`src/rtl/tcall_pkg.sv`:
```
package tcall_pkg;

  // Entry sequence: waiting, padding toward the call, routine running.
  typedef enum logic [1:0] {
    ENT_IDLE    = 2'd0,
    ENT_PAD     = 2'd1,
    ENT_HANDLER = 2'd2
  } entry_state_e;

  // Bits needed to count down from n-1 to zero.
  function automatic int unsigned down_cnt_width(input int unsigned n);
    return (n > 1) ? $clog2(n) : 1;
  endfunction

endpackage

```
`src/rtl/tcall_period_timer.sv`:
```
module tcall_period_timer #(
  parameter int unsigned CNT_W = 16
) (
  input  logic             clk,
  input  logic             rst_n,
  input  logic             period_we,
  input  logic [CNT_W-1:0] period_wdata,
  output logic             expire
);

  logic [CNT_W-1:0] period_q, period_d;
  logic [CNT_W-1:0] cnt_q, cnt_d;
  logic             running;
  logic             tick_en;

  assign running = (period_q != '0);
  assign tick_en = period_we | running;

  always_comb begin
    period_d = period_q;
    cnt_d    = cnt_q;
    expire   = 1'b0;
    if (period_we) begin
      period_d = period_wdata;
      cnt_d    = (period_wdata == '0) ? '0 : (period_wdata - CNT_W'(1));
    end else if (running) begin
      if (cnt_q == '0) begin
        expire = 1'b1;
        cnt_d  = period_q - CNT_W'(1);
      end else begin
        cnt_d  = cnt_q - CNT_W'(1);
      end
    end
  end

  always_ff @(posedge clk or negedge rst_n) begin
    if (!rst_n) begin
      period_q <= '0;
      cnt_q    <= '0;
    end else if (tick_en) begin
      period_q <= period_d;
      cnt_q    <= cnt_d;
    end
  end

endmodule

```
`src/rtl/tcall_request_gate.sv`:
```
module tcall_request_gate (
  input  logic clk,
  input  logic rst_n,
  input  logic expire,
  input  logic cfg_clear,
  input  logic insn_boundary,
  input  logic aug_pending,
  input  logic alt_pending,
  input  logic entry_idle,
  output logic take
);

  logic pending_q, pending_d;
  logic safe_point;

  // A boundary is safe only when no prefix is bound to the next instruction.
  assign safe_point = insn_boundary & ~aug_pending & ~alt_pending;
  assign take       = pending_q & safe_point & entry_idle & ~cfg_clear;

  always_comb begin
    pending_d = pending_q;
    if (cfg_clear) begin
      pending_d = 1'b0;
    end else if (expire) begin
      pending_d = 1'b1;
    end else if (take) begin
      pending_d = 1'b0;
    end
  end

  always_ff @(posedge clk or negedge rst_n) begin
    if (!rst_n) begin
      pending_q <= 1'b0;
    end else begin
      pending_q <= pending_d;
    end
  end

endmodule

```
`src/rtl/tcall_entry_pad.sv`:
```
module tcall_entry_pad
  import tcall_pkg::*;
#(
  parameter int unsigned ADDR_W     = 20,
  parameter int unsigned FLAG_W     = 2,
  parameter int unsigned LAT_CYCLES = 4
) (
  input  logic              clk,
  input  logic              rst_n,
  input  logic              take,
  input  logic [ADDR_W-1:0] cur_pc,
  input  logic [FLAG_W-1:0] cur_flags,
  input  logic              ret_done,
  output logic              entry_idle,
  output logic              stall_req,
  output logic              inject_call,
  output logic              handler_active,
  output logic [ADDR_W-1:0] save_pc,
  output logic [FLAG_W-1:0] save_flags
);

  localparam int unsigned PAD_W   = down_cnt_width(LAT_CYCLES);
  localparam logic [PAD_W-1:0] PAD_LOAD = PAD_W'(LAT_CYCLES - 1);

  entry_state_e      state_q, state_d;
  logic [PAD_W-1:0]  pad_q, pad_d;
  logic              pad_done;
  logic              ctx_en;
  logic [ADDR_W-1:0] spc_q;
  logic [FLAG_W-1:0] sflg_q;

  assign pad_done = (pad_q == '0);
  assign ctx_en   = take & (state_q == ENT_IDLE);

  always_comb begin
    state_d = state_q;
    pad_d   = pad_q;
    unique case (state_q)
      ENT_IDLE: begin
        if (take) begin
          state_d = ENT_PAD;
          pad_d   = PAD_LOAD;
        end
      end
      ENT_PAD: begin
        if (pad_done) begin
          state_d = ENT_HANDLER;
        end else begin
          pad_d = pad_q - PAD_W'(1);
        end
      end
      ENT_HANDLER: begin
        if (ret_done) begin
          state_d = ENT_IDLE;
        end
      end
      default: state_d = ENT_IDLE;
    endcase
  end

  always_ff @(posedge clk or negedge rst_n) begin
    if (!rst_n) begin
      state_q <= ENT_IDLE;
      pad_q   <= '0;
    end else begin
      state_q <= state_d;
      pad_q   <= pad_d;
    end
  end

  always_ff @(posedge clk or negedge rst_n) begin
    if (!rst_n) begin
      spc_q  <= '0;
      sflg_q <= '0;
    end else if (ctx_en) begin
      spc_q  <= cur_pc;
      sflg_q <= cur_flags;
    end
  end

  assign entry_idle     = (state_q == ENT_IDLE);
  assign stall_req      = (state_q == ENT_PAD);
  assign inject_call    = stall_req & pad_done;
  assign handler_active = (state_q == ENT_HANDLER);
  assign save_pc        = spc_q;
  assign save_flags     = sflg_q;

endmodule

```
`src/rtl/tcall_injector.sv`:
```
module tcall_injector #(
  parameter int unsigned CNT_W      = 16,
  parameter int unsigned ADDR_W     = 20,
  parameter int unsigned FLAG_W     = 2,
  parameter int unsigned LAT_CYCLES = 4
) (
  input  logic              clk,
  input  logic              rst_n,
  input  logic              period_we,
  input  logic [CNT_W-1:0]  period_wdata,
  input  logic              target_we,
  input  logic [ADDR_W-1:0] target_wdata,
  input  logic              insn_boundary,
  input  logic              aug_pending,
  input  logic              alt_pending,
  input  logic [ADDR_W-1:0] cur_pc,
  input  logic [FLAG_W-1:0] cur_flags,
  input  logic              ret_done,
  output logic              stall_req,
  output logic              inject_call,
  output logic [ADDR_W-1:0] inject_target,
  output logic [ADDR_W-1:0] save_pc,
  output logic [FLAG_W-1:0] save_flags,
  output logic              handler_active
);

  logic              expire;
  logic              cfg_clear;
  logic              take;
  logic              entry_idle;
  logic [ADDR_W-1:0] target_q;

  assign cfg_clear = period_we | target_we;

  always_ff @(posedge clk or negedge rst_n) begin
    if (!rst_n) begin
      target_q <= '0;
    end else if (target_we) begin
      target_q <= target_wdata;
    end
  end

  assign inject_target = target_q;

  tcall_period_timer #(
    .CNT_W (CNT_W)
  ) u_timer (
    .clk          (clk),
    .rst_n        (rst_n),
    .period_we    (period_we),
    .period_wdata (period_wdata),
    .expire       (expire)
  );

  tcall_request_gate u_gate (
    .clk           (clk),
    .rst_n         (rst_n),
    .expire        (expire),
    .cfg_clear     (cfg_clear),
    .insn_boundary (insn_boundary),
    .aug_pending   (aug_pending),
    .alt_pending   (alt_pending),
    .entry_idle    (entry_idle),
    .take          (take)
  );

  tcall_entry_pad #(
    .ADDR_W     (ADDR_W),
    .FLAG_W     (FLAG_W),
    .LAT_CYCLES (LAT_CYCLES)
  ) u_entry (
    .clk            (clk),
    .rst_n          (rst_n),
    .take           (take),
    .cur_pc         (cur_pc),
    .cur_flags      (cur_flags),
    .ret_done       (ret_done),
    .entry_idle     (entry_idle),
    .stall_req      (stall_req),
    .inject_call    (inject_call),
    .handler_active (handler_active),
    .save_pc        (save_pc),
    .save_flags     (save_flags)
  );

endmodule

```
`config.mk`:
```
export PLATFORM = sky130hd
export DESIGN_NAME = tcall_injector
export DESIGN_NICKNAME = d
export VERILOG_FILES = /design/src/rtl/tcall_pkg.sv /design/src/rtl/tcall_period_timer.sv /design/src/rtl/tcall_request_gate.sv /design/src/rtl/tcall_entry_pad.sv /design/src/rtl/tcall_injector.sv
export SDC_FILE = /design/constraint.sdc
export NUM_CORES = 1
export LEC_CHECK = 0
export BUFFER_PORTS_ARGS = -buffer_cell sky130_fd_sc_hd__clkbuf_2
export CORE_MARGIN = 2
export CORE_UTILIZATION = 35
export CTS_CLUSTER_SIZE = 8
export DETAILED_ROUTE_END_ITERATION = 12
export PLACE_DENSITY_LB_ADDON = 0.05
export SYNTH_ARGS = -nofsm -noshare
export SYNTH_HDL_FRONTEND = slang
export SYNTH_HIERARCHICAL = 1
export SYNTH_SLANG_ARGS = --single-unit
```
`constraint.sdc`:
```
create_clock -name clk -period 5.85 [get_ports clk]
set_input_delay 1.17 -clock clk [delete_from_list [all_inputs] [get_ports clk]]
set_output_delay 1.17 -clock clk [all_outputs]
set_load 0.01 [all_outputs]
```
### After elaboration in Yosys (flattened, before gate mapping)

Cells that the tools add are included.

* flip-flop bits (word level): 79
* word-level logic and storage cells: 59
* bits of input ports: 66

* add/sub/neg operators: 4
* reductions and logical operators: 12
* equal/unequal tests: 6
* multiplexer cells: 17
* bitwise logic cells: 12

Operator list (number)
* 16-bit two-way mux: 4
* 16-bit by 1-bit subtractor with 16-bit output, second input constant: 3
* 16-bit logical NOT: 2
* 16-bit nonzero test: 1
* 2-bit two-way mux: 5
* 1-bit AND: 7
* 1-bit two-way mux: 6
* 2-bit != test, second input constant: 3
* 2-bit one-hot mux with 3 select lines: 1
* 3-bit AND reduction: 2
* 2-bit logical NOT: 2
* 2-bit one-hot mux with 2 select lines: 1
* 2-bit AND reduction: 2
* 2-bit nonzero test: 2
* 1-bit inverter: 3
* 3-bit nonzero test: 1
* 2-bit by 1-bit == test with 1-bit output, second input constant: 1
* 2-bit == test, second input constant: 1
* 2-bit by 1-bit != test with 1-bit output, second input constant: 1
* 1-bit bitwise OR: 2
* 2-bit by 1-bit subtractor with 2-bit output, second input constant: 1

### Longest topological paths before layout

Gate-level depths: netlist of the first run.

* depth in word-level cells: 9
* gate-level depth with buffers: 12

### By module

The synthesis of the first run kept the hierarchy.

By module, submodules not included
* tcall_period_timer: area each 2254.7 um^2, sequential area each 800.8 um^2, cells an instance 261, times used 1
* tcall_entry_pad: area each 1071.0 um^2, sequential area each 650.6 um^2, cells an instance 69, times used 1
* tcall_injector: area each 825.8 um^2, sequential area each 500.5 um^2, cells an instance 43, times used 1
* tcall_request_gate: area each 61.3 um^2, sequential area each 25.0 um^2, cells an instance 6, times used 1

### Worst setup path before layout of the first run

Ideal clock, no wire load.

* path type: input port to flip-flop
* start point: input port period_wdata[0]
* end point: register u_timer.cnt_q[11]
* setup time: 0.129 ns
* cell stages on the path: 8
* arrival: 3.184 ns
* path slack: 2.537 ns
* buffers on the path: 1
* path through: inv_1 > ha_1 > nor3b_1 > nand2_1 > o41ai_1 > clkbuf_1 > a2bb2oi_1 > o21ai_0

* word-level cells in the longest chain between the ends: 3
* elaborated cells on any way between the ends: 4

Ends and longest elaborated chain
* from (decl): line tcall_injector.sv:10 `input logic [CNT_W-1:0] period_wdata,`
* 16-bit by 1-bit subtractor with 16-bit output or 16-bit logical NOT (tied branches): line tcall_period_timer.sv:25 `cnt_d = (period_wdata == '0) ? '0 : (period_wdata - CNT_W'(1));`
* 16-bit two-way mux (*): line tcall_period_timer.sv:25
* 16-bit two-way mux (*): line tcall_period_timer.sv:23 `if (period_we) begin`
* to (signal assigned): line tcall_period_timer.sv:42 `cnt_q <= cnt_d;`
* to (decl): line tcall_period_timer.sv:12 `logic [CNT_W-1:0] cnt_q, cnt_d;`

Every way passes the cells marked *; elsewhere a longest branch is shown, timed or not.
A chain may end at the register's enable or synchronous reset.

### Worst setup path after layout of the first run

* start point: register u_timer.cnt_q[11]
* end point: register u_timer.cnt_q[14]

* word-level cells in the longest chain between the ends: 4
* elaborated cells on any way between the ends: 5

Ends and longest elaborated chain
* 16-bit by 1-bit subtractor with 16-bit output or 16-bit logical NOT (tied branches): line tcall_period_timer.sv:31, tcall_period_timer.sv:27
* 16-bit two-way mux (*): line tcall_period_timer.sv:27 `if (cnt_q == '0) begin`
* 16-bit two-way mux (*): line tcall_period_timer.sv:26 `end else if (running) begin`
* 16-bit two-way mux (*): line tcall_period_timer.sv:23

Every way passes the cells marked *; elsewhere a longest branch is shown, timed or not. The select of a mux whose other input is x is not followed.

==> summary.md, run 1 <==
## Status
- finished, final reports clean — outcome

## Timing
- 0.608 — final critical-path share of the clock period
- 0.281 GHz — highest clock rate
- 0.315 — relative slew slack
- 0 — count of final max-slew check failures
- 0 — final setup violating endpoints
- 0 ns — total negative slack
- 3.56 ns — post-layout min period
- 0.00755 ns — worst clock skew
- 0 — final hold vios
- 0.499 ns — worst slack on hold paths
- 2.29 ns — PnR worst setup slack
- false — RSZ-0062 raised after global routing
- 1.03 ns — measured slew at the worst slew-check pin

## CTS
- 0 — Post-CTS Repair Setup Buffers
- 3 — H-tree depth
- clkbuf_16 — buffer type at the clock tree root
- 0 — hold buffer count at cts
- done — CTS tree
- 0.33 ns — Clock Latency Late Sink
- 0 — cells resized by post-CTS repair
- 79 — clock net sink count
- 0.06 ns — Reg clk slew, reported paths
- 9 — clock buffers created by TritonCTS
- 2 — clk buf depth

## Die
- 12900 um2 — die outline area
- 11900 um2 — placeable core region
- 0.355 — initial cell density of the core
- 111 — ports placed on the boundary
- 114 um — die height
- 40 — Cell Rows
- 114 um — horizontal extent of the die

## Global routing
- 0 — overall overflow remaining after global route
- 3275 — number of global-route vias before repair
- 80 — pin count of the biggest net entering global routing
- 0.165 — total routing usage reported by global routing
- 16.9 mm — global-route wire length before repair
- 0 — antenna violations before repair

## Pwr
- 175 uV — peak supply drop
- 274 nW/um2 — total power density per cell area
- 2.42 nW — leakage power
- 1.42 mW — total power consumption of the routed design

## Finish
- 555 — nets
- 1161 — # fillers
- 0.438 — post-layout utilization of the core
- 2110 um2 — area of combinational cells with multiple inputs
- 0 — total inserted antenna cells
- 0.390 — share of final-layout standard cells stronger than drive strength 1
- 23.2% — Area growth, synth to finish
- 1980 um2 — sequential cell area

## Routing
- 0 — remaining number of nets flagged by the antenna check after routing
- 0 — post-detailed-route DRC marker count
- 16.3 um — routed length per placed instance
- 221 — violation count after the first detailed-route iteration
- 4 — Pre-Repair DR Iteration Count
- 3353 — routed vias
- 10.4 mm — total routed wirelength
- 5.26 — detail-routed via count per cell

## Setup path
- register — sort of element at the start of the critical path
- 2.29 ns — register-to-register setup slack
- 6.06 ns — required time at the worst-slack endpoint
- u_timer/cnt_q[14]$_DFFE_PN0N_ — Reg-to-Reg End
- u_timer/cnt_q[14]$_DFFE_PN0N_ — endpoint of the worst setup timing path
- 21 — highest fanout seen on the critical path
- 10 — Reg2Reg Depth
- 3.77 ns — Critical Path AT
- register — CP Capture Type
- register to register — Worst Path Class, Setup
- u_timer/cnt_q[11]$_DFFE_PN0N_ — Crit. Startpoint
- u_timer/cnt_q[11]$_DFFE_PN0N_ — launching point of the worst reg2reg path

## Place
- 1.90 ns — pre-CTS setup slack
- 0.799 — final RePlAce weighted congestion
- 110 — count of input and output buffers
- 7.43 mm — Final HPWL DP

## Synth
- 379 — Mapped Cells
- dfrtp_1 — leading register cell type out of synthesis
- 0.469 — share of the yosys chip area belonging to registers
- 448 — net count of the mapped netlist
- 61 — count of distinct cell types in the synthesized netlist
- 79 — flop and latch count out of synthesis
- 1.00 — post-synthesis async set-or-reset flop share
- 0 — EDFF count, synth
- 6 — YS warnings
- 11.1 um2 — Avg Cell Area, Syn
- 4210 um2 — total standard cell area after synthesis

## Hold path
- u_entry/save_pc[3]$_DFFE_PN0P_ — source of the worst hold timing path
- register to register — path category of the worst min-delay check

## Flow run
- 0 — total of max-cap violations

registers in the layout, summed over array words and instances (netlist names):
signal              flops
u_gate/pending_q        1
u_timer/period_q       16
u_entry/save_pc        20
u_entry/state_q         2
u_entry/save_flags      2
u_entry/pad_q           2
inject_target          20
u_timer/cnt_q          16
report_power, final:
part           internal (mW)  switching, mW  leakage (nW)
combinational         0.0924         0.0928          1.28
sequential             0.584         0.0437         0.982
clock                  0.384          0.223         0.159
layout by cell type (no fill, tap or decap), drive strengths merged, types with 6 or more instances in the layout:
master | netlist | final
a21oi | 22 | 22
clkbuf | 9 | 119
dfrtp | 79 | 79
inv | 9 | 9
mux2 | 56 | 56
nand2 | 20 | 20
nand3 | 6 | 6
nor2 | 35 | 35
nor3 | 7 | 7
nor4 | 14 | 14
o21ai | 12 | 12
or3 | 6 | 6
or4 | 6 | 6
xnor2 | 13 | 13
critical path: stages, from the launching register on:
cell and delay [ns]:
dfrtp_1 0.44, nor4_1 0.61, and4_1 0.81, a21oi_1 0.19, ha_1 0.27, nor3b_1 0.21, nand4_1 0.18, nor3_1 0.09
o21ai_0 0.33, mux2i_1 0.22, nand3_1 0.08
final cells by class:
class,instances,area share
Tap cell,147,0.0354
Multi-Input combinational cell,276,0.407
Clock inverter,5,0.0159
Inverter,9,0.00651
Clock buffer,10,0.0460
Timing Repair Buffer,111,0.108
Sequential cell,79,0.381
logic make-up after synthesis:
group | Yosys count | share of synthesized area
DFF | 79 | 0.469
xor gates and xnor gates | 18 | 0.0374
adders and majority gates | 3 | 0.00891
AOI/OAI and AO/OA | 72 | 0.114
and+or+nand+nor | 125 | 0.168
muxes | 58 | 0.171
buffers and inverters | 24 | 0.0306
stage by stage:
stage	cells	instance area, um2
after CTS	637	5190
final	637	5190
after detailed placement	622	4870
after global routing	637	5190
after floorplan	379	4210
after global placement	622	4870
synthesized netlist by cell type (all sizes together) (3+ instances only):
cell	n	share of area
clkbuf	9	0.0080
dfrtp	79	0.47
nor2	35	0.031
nand2	20	0.018
nand2b	5	0.0074
buf	6	0.015
nor2b	4	0.0059
nor3b	5	0.012
o21ai	12	0.014
inv	9	0.0080
nor4	14	0.022
mux2	56	0.17
a31oi	3	0.0045
xnor2	13	0.027
nand3	6	0.0071
nor3	7	0.0083
nand3b	3	0.0053
or3	6	0.0089
ha	3	0.0089
a21oi	22	0.026
xor2	5	0.010
o22ai	5	0.0074
or4	6	0.011
worst min-delay path by stage:
stage                                                  end  cells after the start
after global placement      u_entry/save_pc[3]$_DFFE_PN0P_                      1
after detailed placement    u_entry/save_pc[3]$_DFFE_PN0P_                      1
after floorplan           u_timer/period_q[10]$_DFFE_PN0P_                      1
after global routing        u_entry/save_pc[4]$_DFFE_PN0P_                      1
final                       u_entry/save_pc[3]$_DFFE_PN0P_                      1
after CTS                   u_entry/save_pc[3]$_DFFE_PN0P_                      1
routing by layer:
| metal | vias up | wire [um] | global-route usage | share of wire |
|---|---|---|---|---|
| met5 | - | 0 | 0 | 0 |
| met1 | 1612 | 4980 | 0.226 | 0.48 |
| li1 | 1612 | - | - | - |
| met3 | 11 | 595 | 0.0383 | 0.057 |
| met4 | 0 | 179 | 0.0683 | 0.017 |
| met2 | 118 | 4600 | 0.253 | 0.44 |
Power figures use the tool's default switching activity.
==> run 2: changes to the inputs <==
Clock period 5.85 ns to 3.65 ns, I/O delays scaled along.
==> run 2 against run 1 <==
Against the previous run:
- global-route usage increased by 0.48 points
- clock power rose by 64%
- maximum frequency rose by 24%
- sequential power is 61% higher
- first-iteration DRC count down 0.90%
==> summary.md, run 2 (same netlist as run 1, synthesis figures left out) <==
## Global routing
- 0 — overall overflow remaining after global route, unchanged
- 3222 — number of global-route vias before repair, -1.6%
- 0 — antenna violations before repair, unchanged
- 80 — pin count of the biggest net entering global routing, unchanged
- 17.0 mm — global-route wire length before repair, +0.98%
- 0.170 — total routing usage reported by global routing, +0.00482

## Timing
- 0.349 GHz — highest clock rate, +24%
- 1.02 ns — measured slew at the worst slew-check pin, -0.00705 ns
- 0 — final setup violating endpoints, unchanged
- false — RSZ-0062 raised after global routing
- 0.785 — final critical-path share of the clock period, +0.177
- 0.321 — relative slew slack, +0.00543
- 2.87 ns — post-layout min period, -0.691 ns
- 0 ns — total negative slack, unchanged
- 0 — count of final max-slew check failures, unchanged
- 0.00511 ns — worst clock skew, -0.00244 ns
- 0 — final hold vios, unchanged

## Setup path
- register to register — Worst Path Class, Setup
- nor3b_1 — cell at the slowest stage of the critical path
- 0.78 ns — register-to-register setup slack, -1.51 ns
- 3.87 ns — required time at the worst-slack endpoint, -2.19 ns
- 0.49 ns — delay contributed by the slowest stage of the critical path, -0.32 ns
- 7 — highest fanout seen on the critical path, -67%
- nor4_1 -> buf_4 -> and4_1 -> a21oi_1 -> ha_1 -> nor3b_1 -> nand4_1 -> nor3_1 -> o21ai_0 -> mux2i_1 -> nand3_1 — cells along the critical path
- u_timer/cnt_q[11]$_DFFE_PN0N_ — Crit. Startpoint
- register — CP Capture Type
- u_timer/cnt_q[11]$_DFFE_PN0N_ — launching point of the worst reg2reg path
- register — sort of element at the start of the critical path
- 3.09 ns — Critical Path AT, -0.68 ns

## Die
- 114 um — horizontal extent of the die, unchanged
- 114 um — die height, unchanged
- 11900 um2 — placeable core region, unchanged
- 0.355 — initial cell density of the core, unchanged
- 40 — Cell Rows, unchanged
- 111 — ports placed on the boundary, unchanged
- 12900 um2 — die outline area, unchanged

## Finish
- 1980 um2 — sequential cell area, unchanged
- 0 — total inserted antenna cells, unchanged
- 25.3% — Area growth, synth to finish
- 5280 um2 — final std cell area, no fill, +1.7%
- 565 — nets, +1.8%
- 648 — Layout Cells excl Fill, +1.7%
- clkbuf_2 — most common cell after layout, fill and taps aside
- 0.445 — post-layout utilization of the core, +0.00728
- 109 x clkbuf_2, 79 x dfrtp_1, 36 x mux2_2, 35 x nor2_1, 22 x a21oi_1 — leading cell types in the layout, fill and taps excluded
- 0.403 — share of final-layout standard cells stronger than drive strength 1, +0.0134
- 1138 — # fillers, -2.0%
- 2110 um2 — area of combinational cells with multiple inputs, unchanged

## Place
- 110 — count of input and output buffers, unchanged
- 4940 um2 — area after detailed placement, +1.5%
- 7.62 mm — Final HPWL DP, +2.6%
- 0.819 — final RePlAce weighted congestion, +2.5%
- 632 — count of placed standard cells including taps, +1.6%

## Routing
- 4 — Pre-Repair DR Iteration Count, unchanged
- 4.48 mm — total met2 wirelength after detailed routing, -2.7%
- met4 — Max Used Layer
- 0 — remaining number of nets flagged by the antenna check after routing, unchanged
- 5.18 — detail-routed via count per cell, -1.6%
- 219 — violation count after the first detailed-route iteration, -0.90%
- 16.3 um — routed length per placed instance, about the same
- 750 um — met3 WL, +26%
- 3356 — routed vias, +0.089%
- 10.5 mm — total routed wirelength, +1.7%
- 5.09 mm — metal1 wirelength, +2.1%
- 0 — post-detailed-route DRC marker count, unchanged

## CTS
- 79 — clock net sink count, unchanged
- 2 — clk buf depth, unchanged
- 3 — H-tree depth, unchanged
- 9 — clock buffers created by TritonCTS, unchanged
- 0 — Post-CTS Repair Setup Buffers, unchanged
- 0.06 ns — Reg clk slew, reported paths, about the same
- 0 — hold buffer count at cts, unchanged
- done — CTS tree
- 0 — cells resized by post-CTS repair, unchanged
- 0.34 ns — Clock Latency Late Sink, about the same
- clkbuf_16 — buffer type at the clock tree root

## Flow run
- 0 — total of max-cap violations, unchanged

## Pwr
- 436 nW/um2 — total power density per cell area, +60%
- 207 uV — peak supply drop, +18%
- 2.30 mW — total power consumption of the routed design, +62%
- 2.47 nW — leakage power, +2.1%

## Hold path
- register to register — path category of the worst min-delay check
- u_entry/save_pc[3]$_DFFE_PN0P_ — source of the worst hold timing path

## Status
- finished, final reports clean — outcome

run 2: cell count changes in the layout (fill, tap and decap cells not counted):
cell / previous run / this run
buf_4: 2 / 12
clkbuf_8: 1 / 2
clkinv_4: 2 / 0
clkinvlp_4: 0 / 2
run 2: power by group:
group / switching (mW) / internal [mW]
sequential: 0.0703 / 0.937
combinational: 0.150 / 0.152
clock: 0.359 / 0.635
run 2: worst paths after layout:
kind	cells past startpoint	to
min in group asynchronous	1	inject_target[18]$_DFFE_PN0P_
worst min register to register	1	u_entry/save_pc[3]$_DFFE_PN0P_
worst max register to register	11	u_timer/cnt_q[14]$_DFFE_PN0N_
worst min-delay path	1	u_entry/save_pc[3]$_DFFE_PN0P_
worst max-delay path	11	u_timer/cnt_q[14]$_DFFE_PN0N_
max in group asynchronous	1	u_timer/cnt_q[12]$_DFFE_PN0N_
run 2: metrics by stage:
stage          setup slack [ns]  hold slack [ns]
2_1_floorplan             0.777            0.434
3_3_place_gp              0.777            0.467
3_5_place_dp              0.682            0.477
4_1_cts                   0.769            0.491
5_1_grt                   0.592            0.521
6_report                  0.784            0.501
run 2: layer usage:
layer | GRT usage | up-vias
met2 | 0.246 | 133
met3 | 0.0361 | 13
met4 | 0.0854 | 0
met1 | 0.241 | 1575
li1 | - | 1635
met5 | 0 | -
run 2: layout make-up:
type	instances	share of cell area
Clock inverter	5	0.0152
Sequential cell	79	0.375
Multi-Input combinational cell	276	0.401
Clock buffer	11	0.0479
Inverter	9	0.00640
Tap cell	147	0.0349
Timing Repair Buffer	121	0.120
run 2: worst max-delay path: cells and delay by family, from the launching register on:
| kind | cells | cell delay, ns |
|---|---|---|
| buffers and inverters | 1 | 0.15 |
| flip-flops | 1 | 0.43 |
| AND/OR/NAND/NOR | 6 | 1.32 |
| multiplexers | 1 | 0.18 |
| AO/OA/AOI/OAI | 2 | 0.41 |
| adder cells (fa/ha/maj) | 1 | 0.25 |
==> run 3: changes to the inputs <==
Settings changed: ABC_AREA set to 1.
Clock period 3.65 ns to 2.8 ns, I/O delays scaled along.
==> run 3 against run 2 <==
Against the previous run:
- non-clock buffer count decreased by 3
- final area increased by 3.8%
- flip-flop and latch count unchanged
- maximum frequency increased by 29%
- total power increased by 28%
- worst setup slack got worse by 0.21 ns
==> summary.md, run 3 <==
## Synth
- 209 x nand2_1, 79 x dfrtp_1, 60 x nand3_1 — Commonest cells post-synth
- 1.00 — post-synthesis async set-or-reset flop share, unchanged
- 7.43 um2 — Avg Cell Area, Syn, -33%
- 0.0673 — share of the synthesized area in compound gates (AO/OA/AOI/OAI), -0.0468
- nand2_1 — most common cell in the netlist
- 35 — count of distinct cell types in the synthesized netlist, -43%
- dfrtp_1 — post-synth top area cell
- 6 — YS warnings, unchanged
- 79 — flop and latch count out of synthesis, unchanged
- 0.441 — area share of the leading cell type in the synthesized netlist, -0.0282
- 0.00838 — Post-Synth Adder-Cell Area, -0.000535
- dfrtp_1 — leading register cell type out of synthesis
- 672 — net count of the mapped netlist, +50%
- 0.441 — share of the yosys chip area belonging to registers, -0.0282
- 0.372 — basic-gate share of the synthesized area counting and, or, nand and nor cells, +0.203
- 0 — EDFF count, synth, unchanged
- 4480 um2 — total standard cell area after synthesis, +6.4%
- 0 — portion of netlist area occupied by mux cells, -0.171
- dfrtp_1 44%, nand2_1 18%, nand3_1 6.7%, inv_1 4.9%, nor2_1 4.9% — main area contributors after synthesis
- 603 — Mapped Cells, +59%
- simple AND/OR/NAND/NOR gates — largest family of logic cells by synthesized area
- 0.0215 — Post-Synth XOR/XNOR Area, -0.0159

## CTS
- 0.06 ns — Reg clk slew, reported paths, about the same
- 0.34 ns — Clock Latency Late Sink, about the same
- 9 — clock buffers created by TritonCTS, unchanged
- 2 — clk buf depth, unchanged
- done — CTS tree
- 0 — cells resized by post-CTS repair, unchanged
- 0 — hold buffer count at cts, unchanged
- 3 — H-tree depth, unchanged
- 0 — Post-CTS Repair Setup Buffers, unchanged
- 79 — clock net sink count, unchanged
- clkbuf_16 — buffer type at the clock tree root

## Global routing
- 0 — antenna violations before repair, unchanged
- 51 — pin count of the biggest net entering global routing, -36%
- 20.0 mm — global-route wire length before repair, +17%
- 0.192 — total routing usage reported by global routing, +0.0218
- 3958 — number of global-route vias before repair, +23%
- 0 — overall overflow remaining after global route, unchanged

## Pwr
- 334 uV — peak supply drop, +62%
- 2.95 mW — total power consumption of the routed design, +28%
- 2.99 nW — leakage power, +21%
- 539 nW/um2 — total power density per cell area, +24%

## Die
- 0.357 — initial cell density of the core, +0.00143
- 13700 um2 — die outline area, +6.2%
- 111 — ports placed on the boundary, unchanged
- 117 um — horizontal extent of the die, +3.0%
- 41 — Cell Rows, +2.5%
- 117 um — die height, +3.0%
- 12600 um2 — placeable core region, +6.0%

## Finish
- 780 — nets, +38%
- nand2_1 — most common cell after layout, fill and taps aside
- 209 x nand2_1, 109 x clkbuf_2, 79 x dfrtp_1, 60 x nand3_1 — leading cell types in the layout, fill and taps excluded
- 22.3% — Area growth, synth to finish
- 1324 — # fillers, +16%
- 0 — total inserted antenna cells, unchanged
- 0.251 — share of final-layout standard cells stronger than drive strength 1, -0.152

## Routing
- 12.4 mm — total routed wirelength, +17%
- 240 — violation count after the first detailed-route iteration, +9.6%
- 0 — post-detailed-route DRC marker count, unchanged
- 13.9 um — routed length per placed instance, -14%
- 0 — remaining number of nets flagged by the antenna check after routing, unchanged
- 4.71 — detail-routed via count per cell, -9.1%
- 4180 — routed vias, +25%
- 4 — Pre-Repair DR Iteration Count, unchanged

## Place
- 110 — count of input and output buffers, unchanged
- 0.838 — final RePlAce weighted congestion, +2.3%
- 9.45 mm — Final HPWL DP, +24%

## Timing
- 0.794 — final critical-path share of the clock period, +0.00838
- 0.450 GHz — highest clock rate, +29%
- 0.00743 ns — worst clock skew, +0.00231 ns
- 0 — final hold vios, unchanged
- 0 — count of final max-slew check failures, unchanged
- 0.661 — relative slew slack, +0.340
- 0 ns — total negative slack, unchanged
- 0.505 ns — measured slew at the worst slew-check pin, -0.513 ns
- 2.22 ns — post-layout min period, -0.644 ns
- 0 — final setup violating endpoints, unchanged
- 0.153 ns — worst slack on hold paths, -0.348 ns
- false — RSZ-0062 raised after global routing

## Hold path
- input pin to async pin — path category of the worst min-delay check

## Setup path
- 3.07 ns — required time at the worst-slack endpoint, -0.80 ns
- register to register — Worst Path Class, Setup
- 1 — WP buf/inv, unchanged
- register — CP Capture Type
- dfrtp_1 — cell at the slowest stage of the critical path
- simple AND/OR/NAND/NOR gates — delay-heaviest family, CP
- nor2_2 -> nand2_2 -> nor2_4 -> nand2_4 -> nor2_1 -> nor2_2 -> ha_1 -> nand3_1 -> inv_1 -> nand2_1 -> nor2_1 -> nand2_1 -> nand2_1 -> nand2_1 -> nand2_1 -> a21oi_2 — cells along the critical path
- 2.50 ns — Critical Path AT, -0.59 ns
- register — sort of element at the start of the critical path
- 7 — highest fanout seen on the critical path, unchanged
- 0.41 ns — delay contributed by the slowest stage of the critical path, -0.08 ns
- nand2_1 — cell type with the highest occurrence count on the critical path

## Flow run
- 0 — total of max-cap violations, unchanged

## Status
- finished, final reports clean — outcome

## run 3: cell types whose count changed after synthesis, moves of 8 or more
cell     previous run  this run
inv_1               9        58
mux2_2             36         0
mux2_4             19         0
nand2_1            20       209
nand2_2             0         8
nand3_1             6        60
nand3_2             0         8
nor2_1             35        58
nor2_2              0        11
nor4_1             13         0
o21ai_0            12        23
## run 3: worst register-to-register path, delay by kind of cell (launching register included)
| family | cells | cell delay [ns] |
|---|---|---|
| AOI/OAI and AO/OA | 1 | 0.14 |
| DFF | 1 | 0.41 |
| and+or+nand+nor | 13 | 1.32 |
| adders and majority gates | 1 | 0.21 |
| buffers and inverters | 1 | 0.07 |
## run 3: path summary, 6_finish.rpt
path                                              start  slack [ns]  cells past startpoint                              to
min                                               rst_n        0.15                      1  u_entry/save_pc[5]$_DFFE_PN0P_
min in group clk                               ret_done        0.41                      2  u_entry/state_q[1]$_DFFE_PN0P_
max                        u_timer/cnt_q[1]$_DFFE_PN0N_        0.58                     16   u_timer/cnt_q[14]$_DFFE_PN0N_
max in group asynchronous                         rst_n        2.04                      2   inject_target[19]$_DFFE_PN0P_
min reg2reg                inject_target[6]$_DFFE_PN0P_        0.47                      2    inject_target[6]$_DFFE_PN0P_
max reg2reg                u_timer/cnt_q[1]$_DFFE_PN0N_        0.58                     16   u_timer/cnt_q[14]$_DFFE_PN0N_
## run 3: report_power, final
group | internal (mW) | leakage, nW | switching, mW
Clock | 0.763 | 0.147 | 0.478
Combinational | 0.158 | 1.83 | 0.291
Sequential | 1.22 | 1.01 | 0.0490
Total | 2.14 | 2.99 | 0.818
## run 3: metal layers
layer,track usage,wire length [um]
met1,0.258,5760
met2,0.298,5600
met3,0.0520,672
met4,0.0667,321
met5,0,0
## run 3: stage by stage
step                cell area [um2]  setup WS [ns]  utilization  instances
global placement               5160          0.549        0.411        872
floorplan                      4480          0.906            -        603
detailed placement             5160          0.470        0.411        872
CTS                            5480          0.587        0.436        888
global route                   5480          0.334        0.436        888
finish                         5480          0.578        0.436        888
## run 3: logic make-up after synthesis
group           after synthesis
compound gates               53
xor+xnor                     11
simple gates                372
buf+inv                      85
flops                        79
fa+ha+maj                     3
## run 3: area by class of cell
| class | count | area [um2] | share of cell area |
|---|---|---|---|
| clock buffers | 12 | 267 | 0.0486 |
| inverters | 64 | 240 | 0.0438 |
| multi-input cells | 439 | 2100 | 0.384 |
| clock inverters | 4 | 52.6 | 0.00959 |
| well taps | 172 | 215 | 0.0393 |
| repair buffers | 118 | 626 | 0.114 |
| flip-flops and latches | 79 | 1980 | 0.361 |
